`src/rtl/pair_scan_pkg.sv`:
```
package pair_scan_pkg;
  // Which bank currently holds the earlier entry of the pair
  typedef enum logic {
    LEAD_EVEN = 1'b0,
    LEAD_ODD  = 1'b1
  } lead_e;
endpackage

```
`src/rtl/pair_scan_ctrl.sv`:
```
module pair_scan_ctrl
  import pair_scan_pkg::*;
#(
  parameter int SELW = 3
) (
  input  logic            clk,
  input  logic            rst_n,
  input  logic            step_en,
  output logic [SELW-1:0] sel_a,
  output logic [SELW-1:0] sel_b,
  output lead_e           lead
);

  logic [SELW-1:0] sel_a_d, sel_b_d;
  lead_e           lead_d;

  // Next state: alternate between bumping A and copying A into B
  always_comb begin
    sel_a_d = sel_a;
    sel_b_d = sel_b;
    lead_d  = lead;
    if (step_en) begin
      if (lead == LEAD_EVEN) begin
        sel_a_d = sel_a + 1'b1;
        lead_d  = LEAD_ODD;
      end else begin
        sel_b_d = sel_a;
        lead_d  = LEAD_EVEN;
      end
    end
  end

  always_ff @(posedge clk or negedge rst_n) begin
    if (!rst_n) begin
      sel_a <= '0;
      sel_b <= '0;
      lead  <= LEAD_EVEN;
    end else begin
      sel_a <= sel_a_d;
      sel_b <= sel_b_d;
      lead  <= lead_d;
    end
  end

endmodule

```
`src/rtl/pair_scan_bank.sv`:
```
module pair_scan_bank #(
  parameter int W    = 12,
  parameter int N    = 16,
  parameter bit ODD  = 1'b0,
  localparam int HALF = N / 2,
  localparam int SELW = $clog2(HALF)
) (
  input  logic [N*W-1:0]      samples_i,
  input  logic [SELW-1:0]     sel,
  output logic signed [W-1:0] word
);

  logic signed [W-1:0] half_words [HALF];

  // Keep only the entries of this bank's parity
  for (genvar g = 0; g < HALF; g++) begin : g_pick
    assign half_words[g] = samples_i[(2*g + int'(ODD))*W +: W];
  end

  assign word = half_words[sel];

endmodule

```
`src/rtl/pair_scan_seq.sv`:
```
module pair_scan_seq
  import pair_scan_pkg::*;
#(
  parameter int W = 12,
  parameter int N = 16,
  localparam int HALF = N / 2,
  localparam int SELW = $clog2(HALF),
  localparam int IDXW = $clog2(N)
) (
  input  logic                clk,
  input  logic                rst_n,
  input  logic                step_en,
  input  logic [N*W-1:0]      samples_i,
  output logic signed [W-1:0] start_o,
  output logic signed [W-1:0] end_o,
  output logic [IDXW-1:0]     seg_idx_o,
  output logic                seg_start_o
);

  logic [SELW-1:0]     sel_a, sel_b;
  lead_e               lead;
  logic signed [W-1:0] bank_word [2];
  logic [SELW-1:0]     bank_sel  [2];
  logic signed [W-1:0] start_d, end_d;
  logic [IDXW-1:0]     idx_d;
  logic                step_q;

  pair_scan_ctrl #(.SELW(SELW)) i_ctrl (
    .clk    (clk),
    .rst_n  (rst_n),
    .step_en(step_en),
    .sel_a  (sel_a),
    .sel_b  (sel_b),
    .lead   (lead)
  );

  assign bank_sel[0] = sel_a;
  assign bank_sel[1] = sel_b;

  // Bank 0 covers even entries, bank 1 odd entries
  for (genvar b = 0; b < 2; b++) begin : g_bank
    pair_scan_bank #(.W(W), .N(N), .ODD(b[0])) i_bank (
      .samples_i(samples_i),
      .sel      (bank_sel[b]),
      .word     (bank_word[b])
    );
  end

  // Swap stage: earlier entry to start, later entry to end
  always_comb begin
    if (lead == LEAD_EVEN) begin
      start_d = bank_word[0];
      end_d   = bank_word[1];
      idx_d   = {sel_a, 1'b0};
    end else begin
      start_d = bank_word[1];
      end_d   = bank_word[0];
      idx_d   = {sel_b, 1'b1};
    end
  end

  always_ff @(posedge clk or negedge rst_n) begin
    if (!rst_n) begin
      start_o     <= '0;
      end_o       <= '0;
      seg_idx_o   <= '0;
      step_q      <= 1'b0;
      seg_start_o <= 1'b0;
    end else begin
      start_o     <= start_d;
      end_o       <= end_d;
      seg_idx_o   <= idx_d;
      step_q      <= step_en;
      seg_start_o <= step_q;
    end
  end

endmodule

```
`config.mk`:
```
export PLATFORM = sky130hd
export DESIGN_NAME = pair_scan_seq
export DESIGN_NICKNAME = d
export VERILOG_FILES = /design/src/rtl/pair_scan_pkg.sv /design/src/rtl/pair_scan_ctrl.sv /design/src/rtl/pair_scan_bank.sv /design/src/rtl/pair_scan_seq.sv
export SDC_FILE = /design/constraint.sdc
export NUM_CORES = 1
export LEC_CHECK = 0
export ABC_AREA = 0
export BUFFER_PORTS_ARGS = -buffer_cell sky130_fd_sc_hd__buf_2
export CAP_MARGIN = 15
export CORE_MARGIN = 2
export CORE_UTILIZATION = 42
export DETAILED_ROUTE_END_ITERATION = 8
export GPL_TIMING_DRIVEN = 0
export PLACE_DENSITY = 0.83
export SLEW_MARGIN = 20
export SYNTH_ARGS = -nofsm -noshare
export SYNTH_HDL_FRONTEND = slang
export SYNTH_HIERARCHICAL = 1
export SYNTH_SLANG_ARGS = --single-unit
```
`constraint.sdc`:
```
create_clock -name clk -period 2.26 [get_ports clk]
set_clock_uncertainty 0.15 [all_clocks]
set_input_delay 0.226 -clock clk [delete_from_list [all_inputs] [get_ports clk]]
set_output_delay 0.226 -clock clk [all_outputs]
set_load 0.05 [all_outputs]
```
* Word-level counts from Yosys, hierarchy flattened
Cells that the tools add are included.
** Cells by class
- Add/sub/neg operators :: 1
- $lt $le $gt $ge :: 2
- Multiplexer cells :: 10
- Bitwise gates (word level) :: 3
- Reductions and logical operators :: 2
** Operators with widths (count)
- 12-bit binary-select mux with 3-bit select :: 2
- 12-bit two-way mux :: 6
- 4-bit >= comparator (second input constant) :: 2
- 3-bit inverter with 4-bit output :: 2
- 4-bit two-way mux :: 1
- 2-bit AND reduction :: 2
- 3-bit by 1-bit adder with 3-bit output (second input constant) :: 1
- 1-bit two-way mux :: 1
- 1-bit inverter :: 1
** Storage, ports and cells
- Register bits :: 37
- Input port bits :: 195
- Output and inout port bits :: 29
- Logic and storage cells :: 26

* Longest topological paths before layout
Gate-level depths: netlist of run 1.
- Word-level depth :: 5
- Mapped depth :: 5
- Mapped depth without buffers :: 3

* Modules after synthesis
The synthesis of run 1 kept the hierarchy.
** By module, submodules not included
- pair_scan_bank :: instances 2, cells an instance 43, area an instance 805.8 µm², seq. area each 0.0 µm²
- pair_scan_seq :: instances 1, cells an instance 60, area an instance 1181.1 µm², seq. area each 750.7 µm²
- pair_scan_ctrl :: instances 1, cells an instance 18, area an instance 285.3 µm², seq. area each 175.2 µm²

* Worst setup path before layout of run 1
No wires, ideal clock.
- Path kind :: register -> register
- Start :: register i_ctrl.sel_a[0]
- End :: register start_o[7]
- Library setup time :: 0.125 ns
- Arrival :: 1.750 ns
- Required time :: 1.985 ns
- Path slack :: 0.234 ns
- Stages on the path, launching flop included :: 6
- Buffers on the path :: 2
- Period minus slack after synthesis :: 2.026 ns
- Cell sequence :: dfrtp_1 > buf_6 > buf_6 > mux4_1 > mux2_2 > mux2_4
** RTL lines
- start, declared :: line pair_scan_ctrl.sv:9 : output logic [SELW-1:0] sel_a,
- start signal, assigned :: line pair_scan_ctrl.sv:39 : sel_a <= sel_a_d;
- end signal, assigned :: line pair_scan_seq.sv:70 : start_o <= start_d;
- end, declared :: line pair_scan_seq.sv:14 : output logic signed [W-1:0] start_o,

==> summary.txt, run 1 <==
CTS tree -> done
placed wire-length estimate -> 8.077 mm
Slew HR -> 45.40%
slew at the pin with the worst max-slew slack -> 0.8190 ns
crit-path max FO -> 10
# H-tree levels -> 2
DP Area -> 4318 um^2
Power Dens Cells -> 1387 nW/um^2
CORE AREA -> 7176 um^2
Distinct cells, synth -> 16
unrepaired setup endpoints after global routing -> false
vias in the first global route -> 2,638
RePlAce Congestion -> 0.8544
WP data arrival -> 2.19 ns
Final Cell Area -> 4433 um^2
first-pass detailed-route iteration total -> 4
I/O pins -> 224
initial antenna violation count -> 2
Post-Syn Area per Cell -> 18.77 um^2
I/O Buffers -> 223
total design power -> 6.151 mW
nets -> 591
Final Hold Fails -> 0
synthesis-to-layout area growth -> 44.02%
Synth area leader -> mux4_1
P_leak -> 2.248 nW
initial DRC count -> 56
Chip Height -> 89.61 um
Final ANT Viol Nets -> 0
largest net degree at the start of global routing -> 38
DIE WIDTH -> 89.61 um
final period utilization -> 96.24%
drt drc -> 0
synth top area cells -> mux4_1 36%, dfrtp_1 30%, mux2_2 11%
Avg Vias per Cell -> 5.218
clock latency on the worst-skew pair -> 0.28 ns
full die area -> 8029 um^2
total gr overflow -> 0
fin crit period -> 2.175 ns
maximum VDD drop -> 0.6258 mV
GRT Util Overall -> 22.90%
CTS buffer count -> 5
multi-input logic area -> 1998 um^2
Highest Clock Rate -> 0.4598 GHz
CTS root buffer -> clkbuf_8
Clock transition at path regs -> 0.07 ns
layout cells sized above 1 -> 76.96%
wire per inst -> 19.20 um
worst endpoint required time -> 2.28 ns
Mapped Area -> 3078 um^2
Total Wirelength -> 9.524 mm
Seq. cell area -> 927.1 um^2
setup TNS -> 0 ns
Synth Instances -> 164
Cell Rows -> 31
clock sinks -> 37
syn nets -> 360
Final setup viols -> 0
Crit Path Category -> reg2reg
MaxCap Viol Count -> 0
Critical Path Sink Type -> flip-flop
Critical Path Source Type -> flip-flop
fillers -> 565
status -> completed
Initial Utilization -> 42.89%
register area share after synthesis -> 30.08%
first-pass GRT wire length -> 13.41 mm
Seq cells post-synth -> 37
Clock Tree Buf Depth -> 2
Layout Cells excl Fill -> 496
share of the synthesized area in the top cell type -> 35.85%
Inst Count DP -> 486
Max Slew Vio Count -> 0
Syn. warnings -> 6
via count -> 2,588
type of the tightest min-delay check -> reg2reg
## kinds of logic (layout without fill, tap and decap cells)
logic type	after synthesis	after routing	share of synthesized area, %
muxes	103	103	62.93
DFF	37	37	30.08
buffers and inverters	17	248	5.000
xor gates and xnor gates	3	3	0.8538
and+or+nand+nor	3	3	0.7320
adders and majority gates	1	1	0.4064
other	0	2	0
## layout make-up
class	count	area share, %
Timing Repair Buffer	225	25.63
Buffer	16	3.443
Clock inverter	1	0.1693
Sequential cell	37	20.91
Clock buffer	6	1.863
Tap cell	99	2.794
Multi-Input combinational cell	110	45.07
Antenna cell	2	0.1129
## layer usage
layer  vias up  part of all wire, %  track usage (%)
met3        14                  6.8            4.753
met1      1258                   39            26.48
li1       1183                    -                -
met2       133                   53            42.71
met4         0                  1.6            6.242
met5         -                    0                0
## worst max-delay path: stages (launching register included)
cell and delay, ns:
dfrtp_2 0.43, buf_6 0.15, buf_6 0.16, mux4_1 0.57, mux2_2 0.32, mux2_4 0.27
## power breakdown
group	leakage (nW)	switching [mW]	internal, mW
Sequential	0.431	0.183	1.01
Combinational	1.77	2.25	2.24
Clock	0.0433	0.221	0.241
## synthesized netlist by cell type
| cell type | n |
|---|---|
| ha_1 | 1 |
| buf_12 | 2 |
| mux4_2 | 6 |
| xor2_1 | 2 |
| mux2_1 | 3 |
| nand3b_1 | 1 |
| mux4_1 | 42 |
| nand2_2 | 1 |
| clkbuf_1 | 4 |
| mux2_4 | 21 |
| mux2_2 | 31 |
| dfrtp_1 | 37 |
| buf_6 | 7 |
| nor2b_2 | 1 |
| buf_2 | 4 |
| xnor2_1 | 1 |
## worst paths after layout
check,cells past startpoint,slack (ns),startpoint,to
min in group asynchronous,2,0.43,rst_n,end_o[8]$_DFF_PN0_
worst max register to register,5,0.09,i_ctrl/sel_a[0]$_DFFE_PN0P_,start_o[6]$_DFF_PN0_
worst min register to register,0,0.22,step_q$_DFF_PN0_,seg_start_o$_DFF_PN0_
worst max-delay path,5,0.09,i_ctrl/sel_a[0]$_DFFE_PN0P_,start_o[6]$_DFF_PN0_
max in group asynchronous,2,0.97,rst_n,i_ctrl/sel_a[0]$_DFFE_PN0P_
worst min-delay path,0,0.22,step_q$_DFF_PN0_,seg_start_o$_DFF_PN0_
## metrics by stage
step           utilization [%]  hold WS (ns)  setup slack (ns)
2_1_floorplan                -       -0.2196            0.2344
4_1_cts                  61.71        0.2223           0.02741
5_1_grt                  61.74        0.2180           0.02592
3_3_place_gp             60.17        0.1839           0.07130
6_report                 61.78        0.2161           0.08501
3_5_place_dp             60.17        0.2055           0.04420
## flip-flops by register name, indices dropped and copies added (netlist names)
name,cells
end_o,12
start_o,12
seg_idx_o,4
i_ctrl/sel_a,3
i_ctrl/sel_b,3
i_ctrl/lead,1
seg_start_o,1
step_q,1
## cells in the final DEF, fill, tap and decap left out
master,synthesis,layout
buf_2,4,226
mux4_1,42,42
dfrtp_1,37,36
mux2_2,31,31
mux2_4,21,21
buf_6,7,7
clkbuf_8,0,6
mux4_2,6,6
clkbuf_1,4,3
mux2_1,3,3
diode_2,0,2
buf_12,2,2
dlygate4sd3_1,0,2
xor2_1,2,2
clkinvlp_4,0,1
clkbuf_4,0,1
nand3b_1,1,1
xnor2_1,1,1
nand2_2,1,1
nor2b_2,1,1
ha_1,1,1
dfrtp_2,0,1
## timing repair
action	4_1_cts	5_1_grt
buffers inserted	0	0
hold endpoints to repair	38	0
hold buffers	2	0
gates resized for setup	0	2
endpoints found under the setup margin	0	9
Note: power is estimated with default switching activity, not from simulation.
==> run 2: changes to the inputs <==
- REMOVE_ABC_BUFFERS: unset -> 1
==> summary.txt, run 2 (same netlist as run 1, synthesis figures left out) <==
nets -> 580
layout cells sized above 1 -> 78.18%
switching share of total power -> 42.94%
first-pass GRT wire length -> 13.40 mm
Clock transition at path regs -> 0.08 ns
Cell Rows -> 31
setup TNS -> 0 ns
clock latency on the worst-skew pair -> 0.28 ns
Critical Path Sink Type -> flip-flop
Chip Height -> 89.61 um
placed wire-length estimate -> 7.160 mm
fin crit period -> 2.196 ns
worst endpoint required time -> 2.28 ns
Comb power frac -> 65.1%
first-pass detailed-route iteration total -> 4
Crit. Startpoint -> i_ctrl/sel_b[0]$_DFFE_PN0P_
CORE AREA -> 7176 um^2
most common cell after layout, fill and taps aside -> buf_2
reg-to-reg startpoint -> i_ctrl/sel_b[0]$_DFFE_PN0P_
CTS root buffer -> clkbuf_8
Max Slew Vio Count -> 0
Avg Vias per Cell -> 5.343
I/O pins -> 224
initial antenna violation count -> 0
Final setup viols -> 0
synthesis-to-layout area growth -> 42.93%
share of power burned in registers -> 26.7%
DIE WIDTH -> 89.61 um
Power Dens Cells -> 1389 nW/um^2
WP data arrival -> 2.22 ns
R2R depth -> 3
total gr overflow -> 0
Clock power frac -> 8.2%
MaxCap Viol Count -> 0
via count -> 2,586
worst hold path stage count -> 0
Critical Path Source Type -> flip-flop
final period utilization -> 97.16%
total design power -> 6.108 mW
biggest regs -> end_o: 12 flops, start_o: 12 flops, seg_idx_o: 4 flops
Slew HR -> 45.22%
DP Area -> 4195 um^2
unrepaired setup endpoints after global routing -> true
full die area -> 8029 um^2
wire per inst -> 19.27 um
slew at the pin with the worst max-slew slack -> 0.8217 ns
Final ANT Viol Nets -> 0
Initial Utilization -> 42.89%
status -> completed
Crit Path Category -> reg2reg
Final Cell Area -> 4399 um^2
Int Pwr -> 3.486 mW
largest net degree at the start of global routing -> 38
initial DRC count -> 76
drt drc -> 0
CTS tree -> done
antenna cells -> 0
Total Wirelength -> 9.326 mm
# H-tree levels -> 2
type of the tightest min-delay check -> reg2reg
Sw Pwr -> 2.623 mW
Highest Clock Rate -> 0.4554 GHz
P_leak -> 2.222 nW
I/O Buffers -> 223
Clock Tree Buf Depth -> 2
crit-path max FO -> 26
CTS buffer count -> 5
vias in the first global route -> 2,829
most frequent cells in the layout -> 223 x buf_2, 42 x mux4_1, 32 x dfrtp_1
clock sinks -> 37
GRT Util Overall -> 22.63%
reg2reg end -> end_o[7]$_DFF_PN0_
maximum VDD drop -> 0.5372 mV
post-layout util -> 61.31%
RePlAce Congestion -> 0.7711
crit path to -> end_o[7]$_DFF_PN0_
reg2reg setup slack -> 0.06 ns
Final Hold Fails -> 0
==> run 2: routing by layer <==
layer	wire length, um	global-route usage (%)	vias up
met5	0	0	-
met1	3158	21.85	1240
met4	310	8.684	0
li1	-	-	1161
met3	701	5.484	29
met2	5155	45.25	156
==> run 2: metrics by stage <==
stage,setup slack (ns),cells,hold slack (ns)
floorplan,-0.1582,147,-0.2196
global placement,-0.5049,469,0.1822
detailed placement,-0.1251,470,0.1955
CTS,0.03565,480,0.2169
global route,-0.001700,484,0.2228
finish,0.06426,484,0.2207
==> run 2: critical path, cell delays in order, from the launching register on <==
cell     delay (ns)
dfrtp_4        0.73
mux4_1         0.64
mux2_2         0.29
mux2_4         0.27
==> run 2: cell type report <==
cell class	count	area, um^2
clock buffers	7	96.34
clock inverters	1	5.005
fillers	569	2776
multi-input cells	110	1998
flip-flops and latches	37	937.1
well taps	99	123.9
repair buffers	230	1239
==> run 2: worst min-delay path by stage <==
| stage | startpoint | endpoint | slack, ns |
|---|---|---|---|
| 6_report | step_q$_DFF_PN0_ | seg_start_o$_DFF_PN0_ | 0.22 |
| 5_1_grt | step_q$_DFF_PN0_ | seg_start_o$_DFF_PN0_ | 0.22 |
| 4_1_cts | step_q$_DFF_PN0_ | seg_start_o$_DFF_PN0_ | 0.22 |
| 3_5_place_dp | step_q$_DFF_PN0_ | seg_start_o$_DFF_PN0_ | 0.20 |
| 3_3_place_gp | step_q$_DFF_PN0_ | seg_start_o$_DFF_PN0_ | 0.18 |
| 2_1_floorplan | rst_n | end_o[0]$_DFF_PN0_ | -0.22 |
==> run 2: power by group through the flow <==
stage                     clock network (mW)  logic (mW)  registers, mW
after floorplan                            0        2.03           2.45
after global placement                     0        3.56           1.74
after detailed placement                   0        3.74           1.73
after CTS                              0.515        3.73           1.73
after global routing                   0.548        4.21           1.70
final                                  0.503        3.97           1.63
==> run 2: what timing repair did <==
item / in CTS / in global routing
gates resized for setup: 4 / 0
setup endpoints to repair: 24 / 5
endpoints found under the hold margin: 38 / 0
hold buffers: 2 / 0
buffers inserted: 0 / 4
